File: src/rtl/pwmt_pkg.sv
package pwmt_pkg;
   // Byte offsets of the word registers
   localparam int unsigned OFS_CNT  = 'h0;
   localparam int unsigned OFS_HREF = 'h4;
   localparam int unsigned OFS_LREF = 'h8;
   localparam int unsigned OFS_CTRL = 'hC;

   // Control word bit positions
   localparam int unsigned B_EN  = 0;
   localparam int unsigned B_OE  = 3;
   localparam int unsigned B_ONE = 4;
   localparam int unsigned B_IE  = 5;
   localparam int unsigned B_SR  = 6;
   localparam int unsigned B_RST = 7;
   localparam int unsigned B_HIE = 10;
   localparam int unsigned B_LIE = 11;
   localparam int unsigned CTRL_MSB = 11;

   typedef struct packed {
      logic lo_ie;
      logic hi_ie;
      logic zero;
      logic glob_ie;
      logic single;
      logic out_en;
      logic run_en;
   } ctrl_t;
endpackage

File: src/rtl/pwmt_regs.sv
module pwmt_regs
   import pwmt_pkg::*;
#(
   parameter int CNT_W  = 24,
   parameter int DATA_W = 32,
   parameter int ADDR_W = 4
) (
   input  logic              clk,
   input  logic              rst_n,
   input  logic              wr,
   input  logic [ADDR_W-1:0] addr,
   input  logic [DATA_W-1:0] wdata,
   input  logic [CNT_W-1:0]  cnt,
   input  logic              match_hi,
   input  logic              match_lo,
   output logic [DATA_W-1:0] rdata,
   output ctrl_t             ctrl,
   output logic              status,
   output logic [CNT_W-1:0]  ref_hi,
   output logic [CNT_W-1:0]  ref_lo,
   output logic              cnt_wr
);
   localparam int NREF = 2;

   logic [CNT_W-1:0] ref_q [NREF];
   logic             ctrl_wr;
   logic             set_evt;
   logic [DATA_W-1:0] ctrl_rd;
   logic              unused_bits;

   assign unused_bits = ^{addr, wdata};
   assign cnt_wr  = wr && (addr == ADDR_W'(OFS_CNT));
   assign ctrl_wr = wr && (addr == ADDR_W'(OFS_CTRL));
   assign set_evt = (match_hi && ctrl.hi_ie) || (match_lo && ctrl.lo_ie);

   // Reference registers: index 0 high, index 1 low
   for (genvar g = 0; g < NREF; g++) begin : g_ref
      localparam int unsigned OFS = (g == 0) ? OFS_HREF : OFS_LREF;
      always_ff @(posedge clk or negedge rst_n) begin
         if (!rst_n)
            ref_q[g] <= '0;
         else if (wr && addr == ADDR_W'(OFS))
            ref_q[g] <= wdata[CNT_W-1:0];
      end
   end
   assign ref_hi = ref_q[0];
   assign ref_lo = ref_q[1];

   // Control fields; single-shot drops the enable at period end
   always_ff @(posedge clk or negedge rst_n) begin
      if (!rst_n) begin
         ctrl <= '0;
      end else if (ctrl_wr) begin
         ctrl.run_en  <= wdata[B_EN];
         ctrl.out_en  <= wdata[B_OE];
         ctrl.single  <= wdata[B_ONE];
         ctrl.glob_ie <= wdata[B_IE];
         ctrl.zero    <= wdata[B_RST];
         ctrl.hi_ie   <= wdata[B_HIE];
         ctrl.lo_ie   <= wdata[B_LIE];
      end else if (ctrl.single && match_lo) begin
         ctrl.run_en <= 1'b0;
      end
   end

   // Status flag: a new match outranks the write-one clear
   always_ff @(posedge clk or negedge rst_n) begin
      if (!rst_n)
         status <= 1'b0;
      else if (set_evt)
         status <= 1'b1;
      else if (ctrl_wr && wdata[B_SR])
         status <= 1'b0;
   end

   always_comb begin
      ctrl_rd         = '0;
      ctrl_rd[B_EN]   = ctrl.run_en;
      ctrl_rd[B_OE]   = ctrl.out_en;
      ctrl_rd[B_ONE]  = ctrl.single;
      ctrl_rd[B_IE]   = ctrl.glob_ie;
      ctrl_rd[B_SR]   = status;
      ctrl_rd[B_RST]  = ctrl.zero;
      ctrl_rd[B_HIE]  = ctrl.hi_ie;
      ctrl_rd[B_LIE]  = ctrl.lo_ie;
   end

   always_comb begin
      rdata = '0;
      if (addr == ADDR_W'(OFS_CNT))
         rdata = DATA_W'(cnt);
      else if (addr == ADDR_W'(OFS_HREF))
         rdata = DATA_W'(ref_q[0]);
      else if (addr == ADDR_W'(OFS_LREF))
         rdata = DATA_W'(ref_q[1]);
      else if (addr == ADDR_W'(OFS_CTRL))
         rdata = ctrl_rd;
   end

   p_status_set_r8: assert property (@(posedge clk) disable iff (!rst_n)
      set_evt |=> status);
   p_status_clr_r9: assert property (@(posedge clk) disable iff (!rst_n)
      (ctrl_wr && wdata[B_SR] && !set_evt) |=> !status);
   p_single_stop_r11: assert property (@(posedge clk) disable iff (!rst_n)
      (ctrl.single && match_lo && !ctrl_wr) |=> !ctrl.run_en);
endmodule

File: src/rtl/pwmt_counter.sv
module pwmt_counter #(
   parameter int CNT_W = 24
) (
   input  logic             clk,
   input  logic             rst_n,
   input  logic             run,
   input  logic             hold_zero,
   input  logic             load,
   input  logic [CNT_W-1:0] load_val,
   input  logic [CNT_W-1:0] ref_hi,
   input  logic [CNT_W-1:0] ref_lo,
   output logic [CNT_W-1:0] cnt,
   output logic             match_hi,
   output logic             match_lo
);
   localparam int NREF = 2;

   logic [CNT_W-1:0] refs  [NREF];
   logic [NREF-1:0]  match;

   assign refs[0] = ref_hi;
   assign refs[1] = ref_lo;

   for (genvar g = 0; g < NREF; g++) begin : g_cmp
      assign match[g] = run && (cnt == refs[g]);
   end
   assign match_hi = match[0];
   assign match_lo = match[1];

   always_ff @(posedge clk or negedge rst_n) begin
      if (!rst_n)
         cnt <= '0;
      else if (hold_zero)
         cnt <= '0;
      else if (load)
         cnt <= load_val;
      else if (run)
         cnt <= match_lo ? '0 : cnt + 1'b1;
   end

   p_step_r3: assert property (@(posedge clk) disable iff (!rst_n)
      (run && !hold_zero && !load && !match_lo) |=> (cnt == $past(cnt) + 1'b1));
   p_halt_r3: assert property (@(posedge clk) disable iff (!rst_n)
      (!run && !hold_zero && !load) |=> $stable(cnt));
   p_wrap_r4: assert property (@(posedge clk) disable iff (!rst_n)
      (match_lo && !hold_zero && !load) |=> (cnt == '0));
   p_load_r5: assert property (@(posedge clk) disable iff (!rst_n)
      (load && !hold_zero) |=> (cnt == $past(load_val)));
   p_zero_r6: assert property (@(posedge clk) disable iff (!rst_n)
      hold_zero |=> (cnt == '0));
endmodule

File: src/rtl/pwmt_out.sv
module pwmt_out #(
   parameter int CNT_W   = 24,
   parameter bit REG_OUT = 1'b0
) (
   input  logic             clk,
   input  logic             rst_n,
   input  logic             out_en,
   input  logic [CNT_W-1:0] cnt,
   input  logic [CNT_W-1:0] ref_hi,
   output logic             pwm
);
   logic level;

   assign level = out_en && (cnt < ref_hi);

   if (REG_OUT) begin : g_reg
      logic pwm_q;
      always_ff @(posedge clk or negedge rst_n) begin
         if (!rst_n) pwm_q <= 1'b0;
         else        pwm_q <= level;
      end
      assign pwm = pwm_q;
   end else begin : g_comb
      logic unused_clk;
      assign unused_clk = clk ^ rst_n;
      assign pwm = level;
   end
endmodule

File: src/rtl/pwm_timer.sv
module pwm_timer
   import pwmt_pkg::*;
#(
   parameter int CNT_W   = 24,
   parameter int DATA_W  = 32,
   parameter int ADDR_W  = 4,
   parameter bit REG_OUT = 1'b0
) (
   input  logic              clk,
   input  logic              rst_n,
   input  logic              bus_wr,
   input  logic [ADDR_W-1:0] bus_addr,
   input  logic [DATA_W-1:0] bus_wdata,
   output logic [DATA_W-1:0] bus_rdata,
   output logic              pwm_out,
   output logic              irq
);
   if (CNT_W < 2 || CNT_W > DATA_W) begin : g_bad_cnt
      $error("pwm_timer: CNT_W must lie in 2..DATA_W");
   end
   if (DATA_W <= CTRL_MSB) begin : g_bad_data
      $error("pwm_timer: DATA_W too narrow for the control word");
   end
   if (ADDR_W < 4) begin : g_bad_addr
      $error("pwm_timer: ADDR_W must cover offset 0xC");
   end

   ctrl_t            ctrl;
   logic             status;
   logic [CNT_W-1:0] cnt, ref_hi, ref_lo;
   logic             match_hi, match_lo, cnt_wr, run;

   assign run = ctrl.run_en && !ctrl.zero;

   pwmt_regs #(.CNT_W(CNT_W), .DATA_W(DATA_W), .ADDR_W(ADDR_W)) u_regs (
      .clk(clk), .rst_n(rst_n), .wr(bus_wr), .addr(bus_addr), .wdata(bus_wdata),
      .cnt(cnt), .match_hi(match_hi), .match_lo(match_lo), .rdata(bus_rdata),
      .ctrl(ctrl), .status(status), .ref_hi(ref_hi), .ref_lo(ref_lo),
      .cnt_wr(cnt_wr)
   );

   pwmt_counter #(.CNT_W(CNT_W)) u_cnt (
      .clk(clk), .rst_n(rst_n), .run(run), .hold_zero(ctrl.zero),
      .load(cnt_wr), .load_val(bus_wdata[CNT_W-1:0]), .ref_hi(ref_hi),
      .ref_lo(ref_lo), .cnt(cnt), .match_hi(match_hi), .match_lo(match_lo)
   );

   pwmt_out #(.CNT_W(CNT_W), .REG_OUT(REG_OUT)) u_out (
      .clk(clk), .rst_n(rst_n), .out_en(ctrl.out_en), .cnt(cnt),
      .ref_hi(ref_hi), .pwm(pwm_out)
   );

   assign irq = status && ctrl.glob_ie;

   p_irq_gate_r10: assert property (@(posedge clk) disable iff (!rst_n)
      (!status || !ctrl.glob_ie) |-> !irq);
endmodule

File: config.mk
export PLATFORM = sky130hd
export DESIGN_NAME = pwm_timer
export DESIGN_NICKNAME = d
export VERILOG_FILES = /design/src/rtl/pwmt_pkg.sv /design/src/rtl/pwmt_regs.sv /design/src/rtl/pwmt_counter.sv /design/src/rtl/pwmt_out.sv /design/src/rtl/pwm_timer.sv
export SDC_FILE = /design/constraint.sdc
export NUM_CORES = 1
export LEC_CHECK = 0
export ABC_CLOCK_PERIOD_IN_PS = 3000
export BUFFER_PORTS_ARGS = -buffer_cell sky130_fd_sc_hd__clkbuf_2
export CELL_PAD_IN_SITES_DETAIL_PLACEMENT = 1
export CELL_PAD_IN_SITES_GLOBAL_PLACEMENT = 1
export CORE_MARGIN = 3
export CORE_UTILIZATION = 45
export DETAILED_ROUTE_END_ITERATION = 7
export PLACE_DENSITY = 0.83
export SKIP_LAST_GASP = 1
export SYNTH_ARGS = -nofsm -noshare
export SYNTH_HDL_FRONTEND = slang
export SYNTH_SLANG_ARGS = --single-unit
File: constraint.sdc
create_clock -name clk -period 3 [get_ports clk]
set_clock_uncertainty 0.05 [all_clocks]
set_input_delay 0.6 -clock clk [delete_from_list [all_inputs] [get_ports clk]]
set_output_delay 0.6 -clock clk [all_outputs]
set_load 0.05 [all_outputs]
# --- After elaboration in Yosys (flattened, before gate mapping) ---
# Index checks and enable logic that the tools add are counted.
totals:
  ff_bits: 80
  latchBits: 0
  ram_bits: 0
  rom_bits: 0
  in_bits: 39
  word_cells: 49
  n_memories: 0
op_classes:
  n_addsub: 1
  multipliers: 0
  div_mod_pow: 0
  order_cmp: 1
  eq_ne: 5
  n_shift: 0
  muxes: 12
  bitwise: 0
  reduce_logical: 19
ops:
  columns: ["operator", "n"]
  rows:
  - ["$mux 24", 4]
  - ["$mux 32", 3]
  - ["$eq 24x24->1", 2]
  - ["$add 24x1->24 const B", 1]
  - ["$lt 24x24->1", 1]
  - ["$logic_and 1x1->1", 13]
  - ["$mux 12", 1]
  - ["$eq 4x4->1 const B", 2]
  - ["$eq 4x3->1 const B", 1]
  - ["$logic_not 4->1", 1]
  - ["$mux 1", 4]
  - ["$reduce_bool 2->1", 2]
  - ["$reduce_bool 3->1", 1]
  - ["$logic_not 1->1", 1]
  - ["$logic_or 1x1->1", 1]

# --- Depth between registers and ports, before layout ---
depth:
  ltp_word: 7
  depth_mapped: 9
  ltp_nobuf: 8

# --- Cells and area by module ---
# Synthesis repeated with hierarchy kept, for this count alone.
unflattened:
  cells_unflattened: 571
  area_unflattened_um2: 5670.4
modules_own_cells:
  columns: ["mod", "instances", "cells_per_inst", "area_per_inst_um2"]
  rows:
  - ["pwmt_regs", 1, 227, 2926.6]
  - ["pwmt_counter", 1, 263, 2143.3]
  - ["pwmt_out", 1, 79, 580.6]
  - ["pwm_timer", 1, 2, 20.0]

# --- Worst setup path before layout ---
# OpenSTA, ideal clock, no wires.
synth_timing:
  path_kind: "input-to-output"
  from: "input bus_addr[1]"
  to: "output bus_rdata[10]"
  arrival_time_ns: 2.620
  required_time_ns: 2.350
  path_slack_ns: -0.270
  stages: 4
  n_path_buf: 1
  cell_sequence: "nor4b_2 > clkbuf_1 > a22oi_1 > o21ai_0"
synth_via:
  elab_chain_cells: 5
synth_lines:
  columns: ["element", "line", "rtl"]
  rows:
  - ["start, declared", "pwm_timer.sv:12", "input logic [ADDR_W-1:0] bus_addr,"]
  - ["$eq 4x4->1", "pwmt_regs.sv:96", "else if (addr == ADDR_W'(OFS_CTRL))"]
  - ["$mux 12", "pwmt_regs.sv:96", null]
  - ["$mux 32", "pwmt_regs.sv:94", "else if (addr == ADDR_W'(OFS_LREF))"]
  - ["$mux 32", "pwmt_regs.sv:92", "else if (addr == ADDR_W'(OFS_HREF))"]
  - ["$mux 32 *", "pwmt_regs.sv:90", "if (addr == ADDR_W'(OFS_CNT))"]
  - ["end, declared", "pwm_timer.sv:14", "output logic [DATA_W-1:0] bus_rdata,"]
# Every way passes the cells marked *; elsewhere a longest branch is shown, timed or not.

# --- Worst setup path in the final report ---
layout_timing:
  from: "register u_regs.ref_q (netlist bit u_regs.ref_hi[1])"
  to: "output pwm_out"
layout_via:
  elab_chain_cells: 2
layout_lines:
  columns: ["element", "line", "rtl"]
  rows:
  - ["start, declared", "pwmt_regs.sv:25", "logic [CNT_W-1:0] ref_q [NREF];"]
  - ["start signal, assigned by index", "pwmt_regs.sv:43", "ref_q[g] <= wdata[CNT_W-1:0];"]
  - ["$lt 24x24->1", "pwmt_out.sv:14", "assign level = out_en && (cnt < ref_hi);"]
  - ["$logic_and 1x1->1", "pwmt_out.sv:14", null]
  - ["end, declared", "pwm_timer.sv:15", "output logic pwm_out,"]
# No other way between the ends.

==> results.py <==
metrics = {
    "logic_synthesis": {
        "seq_area_frac_synth": 0.3795,
        "yosys_warnings": 0,
        "synth.distinct_cells": 59,
        "synthArstFlopShare": 1.000,
        "synth_seq_cells": 80,
        "avgSynthCellArea_um2": 9.805,
        "syn-cell-area_um2": 5275,
        "synthFlopType": "dfrtp_1",
        "synthCells": 538,
        "synth_enable_flop_cells": 0,
    },
    "global_route": {
        "grt_pass1_wl_mm": 27.94,
        "grt_usage": 0.2742,
        "grt_max_degree": 81,
        "grt_pass1_vias": 5146,
        "antenna_found_initial": 0,
        "gr-total-overflow": 0,
    },
    "worst_setup_path": {
        "slowest_delay_ns": 0.37,
        "required_ns": 2.35,
        "slowest_stage": "dfrtp_1",
        "critPathLaunchType": "flip-flop",
        "arrival_ns": 2.32,
        "path_cells": "inv_1, ha_1, nor2b_1, o21ai_1, nand2b_1, a21oi_2, o21ai_2, a211oi_2, clkbuf_8",
        "cp-end-kind": "output pin",
        "cp_max_fo": 3,
        "critPathKind": "flip-flop to output pin",
    },
    "placement": {
        "place_area_um2": 5986,
        "hpwl_mm": 12.29,
        "place_congestion": 0.9140,
        "port_buffers": 56,
        "dp_cells": 728,
    },
    "detailed_routing": {
        "wl_mm": 17.22,
        "wl_per_cell_um": 23.11,
        "antenna_left": 0,
        "drtIter0Drc": 376,
        "vias_per_cell": 6.369,
        "dr.pass1.iters": 8,
        "num_vias": 4745,
        "drc": 0,
    },
    "die": {
        "core-area_um2": 11130,
        "die_area_um2": 13060,
        "num_rows": 38,
        "io_pins": 73,
        "start_util": 0.4741,
        "die_w_um": 114.3,
        "die_h_um": 114.3,
    },
    "layout": {
        "layout-drive-gt1-share": 0.2860,
        "syn_to_final_growth_pct": 19.90,
        "fin_cells": 745,
        "nets": 664,
        "final_area_um2": 6325,
        "antenna_cells": 0,
    },
    "sta": {
        "hold_violations": 0,
        "max_freq_mhz": 336.4,
        "post-route-min-period_ns": 2.972,
        "final-max-slew-violation-count": 0,
        "period_share": 0.9908,
        "setup_violations": 0,
        "max_slew.worst_pin.slew_ns": 1.066,
        "slew_headroom": 0.2891,
    },
    "power_and_ir_drop": {
        "vdd_drop_max_mv": 0.4098,
        "p_per_area_nw_per_um2": 665.3,
        "power_leakage_nw": 2.919,
    },
    "cts": {
        "cts_tree": "built",
        "numCtsBuffers": 9,
        "root_buffer": "clkbuf_16",
        "max-clock-path-buffers": 2,
        "clock-sinks": 80,
        "cts.clk_slew.worst_paths_ns": 0.06,
        "cts_hold_buf": 0,
        "insertion_delay_ns": 0.35,
        "htree_levels": 3,
    },
    "job": {
        "maxCapViolCount": 0,
    },
    "worst_hold_path": {
        "hold_class": "input pin to async pin",
    },
    "status": {
        "status": "completed",
    },
}
==> registers in the layout, indices dropped and copies added (netlist names) <==
register,cells
u_cnt.cnt,24
u_regs.ctrl,7
u_regs.ref_hi,24
u_regs.ref_lo,24
u_regs.status,1
==> stage by stage <==
| stage | hold WS (ns) | utilization | TNS (ns) | total power, mW | setup slack [ns] |
|---|---|---|---|---|---|
| floorplan | 0.2544 | - | 0 | 2.483 | 0.1092 |
| global placement | 0.4532 | 0.5380 | 0 | 2.898 | 0.3044 |
| detailed placement | 0.4715 | 0.5380 | 0 | 2.999 | 0.2321 |
| CTS | 0.4510 | 0.5658 | 0 | 4.161 | 0.004990 |
| global route | 0.4856 | 0.5685 | -0.04172 | 4.412 | -0.04172 |
| finish | 0.4100 | 0.5685 | 0 | 4.208 | 0.02757 |
==> power by group <==
group / internal, mW / leakage [nW] / switching [mW]
Combinational: 0.640 / 1.76 / 0.859
Sequential: 1.31 / 1.01 / 0.274
Clock: 0.688 / 0.150 / 0.439
==> placed cells by master (no fill, tap or decap), types with 4 or more instances in the layout <==
| cell | instances |
|---|---|
| a21o_1 | 9 |
| a21oi_1 | 14 |
| a222oi_1 | 16 |
| a22oi_1 | 21 |
| and3_1 | 4 |
| buf_12 | 16 |
| buf_4 | 26 |
| clkbuf_16 | 9 |
| clkbuf_2 | 38 |
| conb_1 | 8 |
| dfrtp_1 | 80 |
| ha_1 | 25 |
| inv_1 | 51 |
| mux2_2 | 54 |
| nand2_1 | 32 |
| nand2b_1 | 13 |
| nand3_1 | 19 |
| nand4_1 | 17 |
| nor2_1 | 24 |
| nor2b_1 | 5 |
| nor3_1 | 4 |
| o21ai_0 | 16 |
| o21ai_1 | 10 |
| o311ai_1 | 4 |
| or3_1 | 4 |
| xnor2_1 | 24 |
==> repair_timing <==
action / in CTS / in global routing
setup endpoints to repair: 1 / 1
pin swaps: 1 / 1
buffers inserted: 0 / 1
gates resized for setup: 3 / 7
==> logic make-up (layout without fill, tap and decap cells) <==
logic type	count (synthesis)	after routing	synth area share
xor+xnor	26	26	0.04815
buf+inv	88	148	0.07566
other cells	1	8	0.0007109
compound gates	120	120	0.1651
mux	54	54	0.1153
fa+ha+maj	25	25	0.05930
flops	80	80	0.3795
simple gates	144	144	0.1563
==> cell type report <==
cell class                      count  area (um^2)
Fill cell                        1263         4801
Multi-Input combinational cell    377         2937
Sequential cell                    80         2002
Timing Repair Buffer               81        719.4
Clock buffer                       13        260.3
Inverter                           51        191.4
Tap cell                          140        175.2
Clock inverter                      3        40.04
==> critical path, delay by kind of cell, from the launching register on <==
kind / cells / cell delay (ns)
simple gates: 2 / 0.25
fa+ha+maj: 1 / 0.30
flops: 1 / 0.37
compound gates: 4 / 0.77
buf+inv: 2 / 0.28
==> metal layers <==
layer,global-route usage,share of wire,vias up
met4,0.1140,0.027,0
met5,0,0,-
met1,0.3398,0.41,2443
met3,0.04968,0.059,34
met2,0.4699,0.50,188
li1,-,-,2080
==> Yosys cell counts, drive strengths merged (6+ instances only) <==
cell type  count  share of area
nand2b        13          0.015
inv           51          0.036
o21ai         27          0.026
clkbuf        18          0.015
nand2         34          0.025
a22oi         21          0.030
dfrtp         80           0.38
a222oi        16          0.030
buf           19          0.025
ha            25          0.059
nor2          24          0.017
mux2          54           0.12
nand4         18          0.023
nor3           6         0.0066
a21o           9          0.013
a21oi         17          0.017
xnor2         26          0.048
nand3         19          0.018
==> worst paths after layout <==
path	start	endpoint	slack (ns)	depth (start not counted)
min in group clk	bus_wdata[21]	u_cnt.cnt[21]	0.46	3
worst min-delay path	rst_n	u_regs.ref_lo[0]	0.41	1
worst max register to register	u_cnt.cnt[6]	u_cnt.cnt[12]	0.25	7
worst min register to register	u_regs.ref_hi[13]	u_regs.ref_hi[13]	0.48	1
worst max-delay path	u_regs.ref_hi[1]	pwm_out	0.03	9
max in group asynchronous	rst_n	u_regs.ref_hi[12]	1.82	1
(Power assumes the default switching activity.)
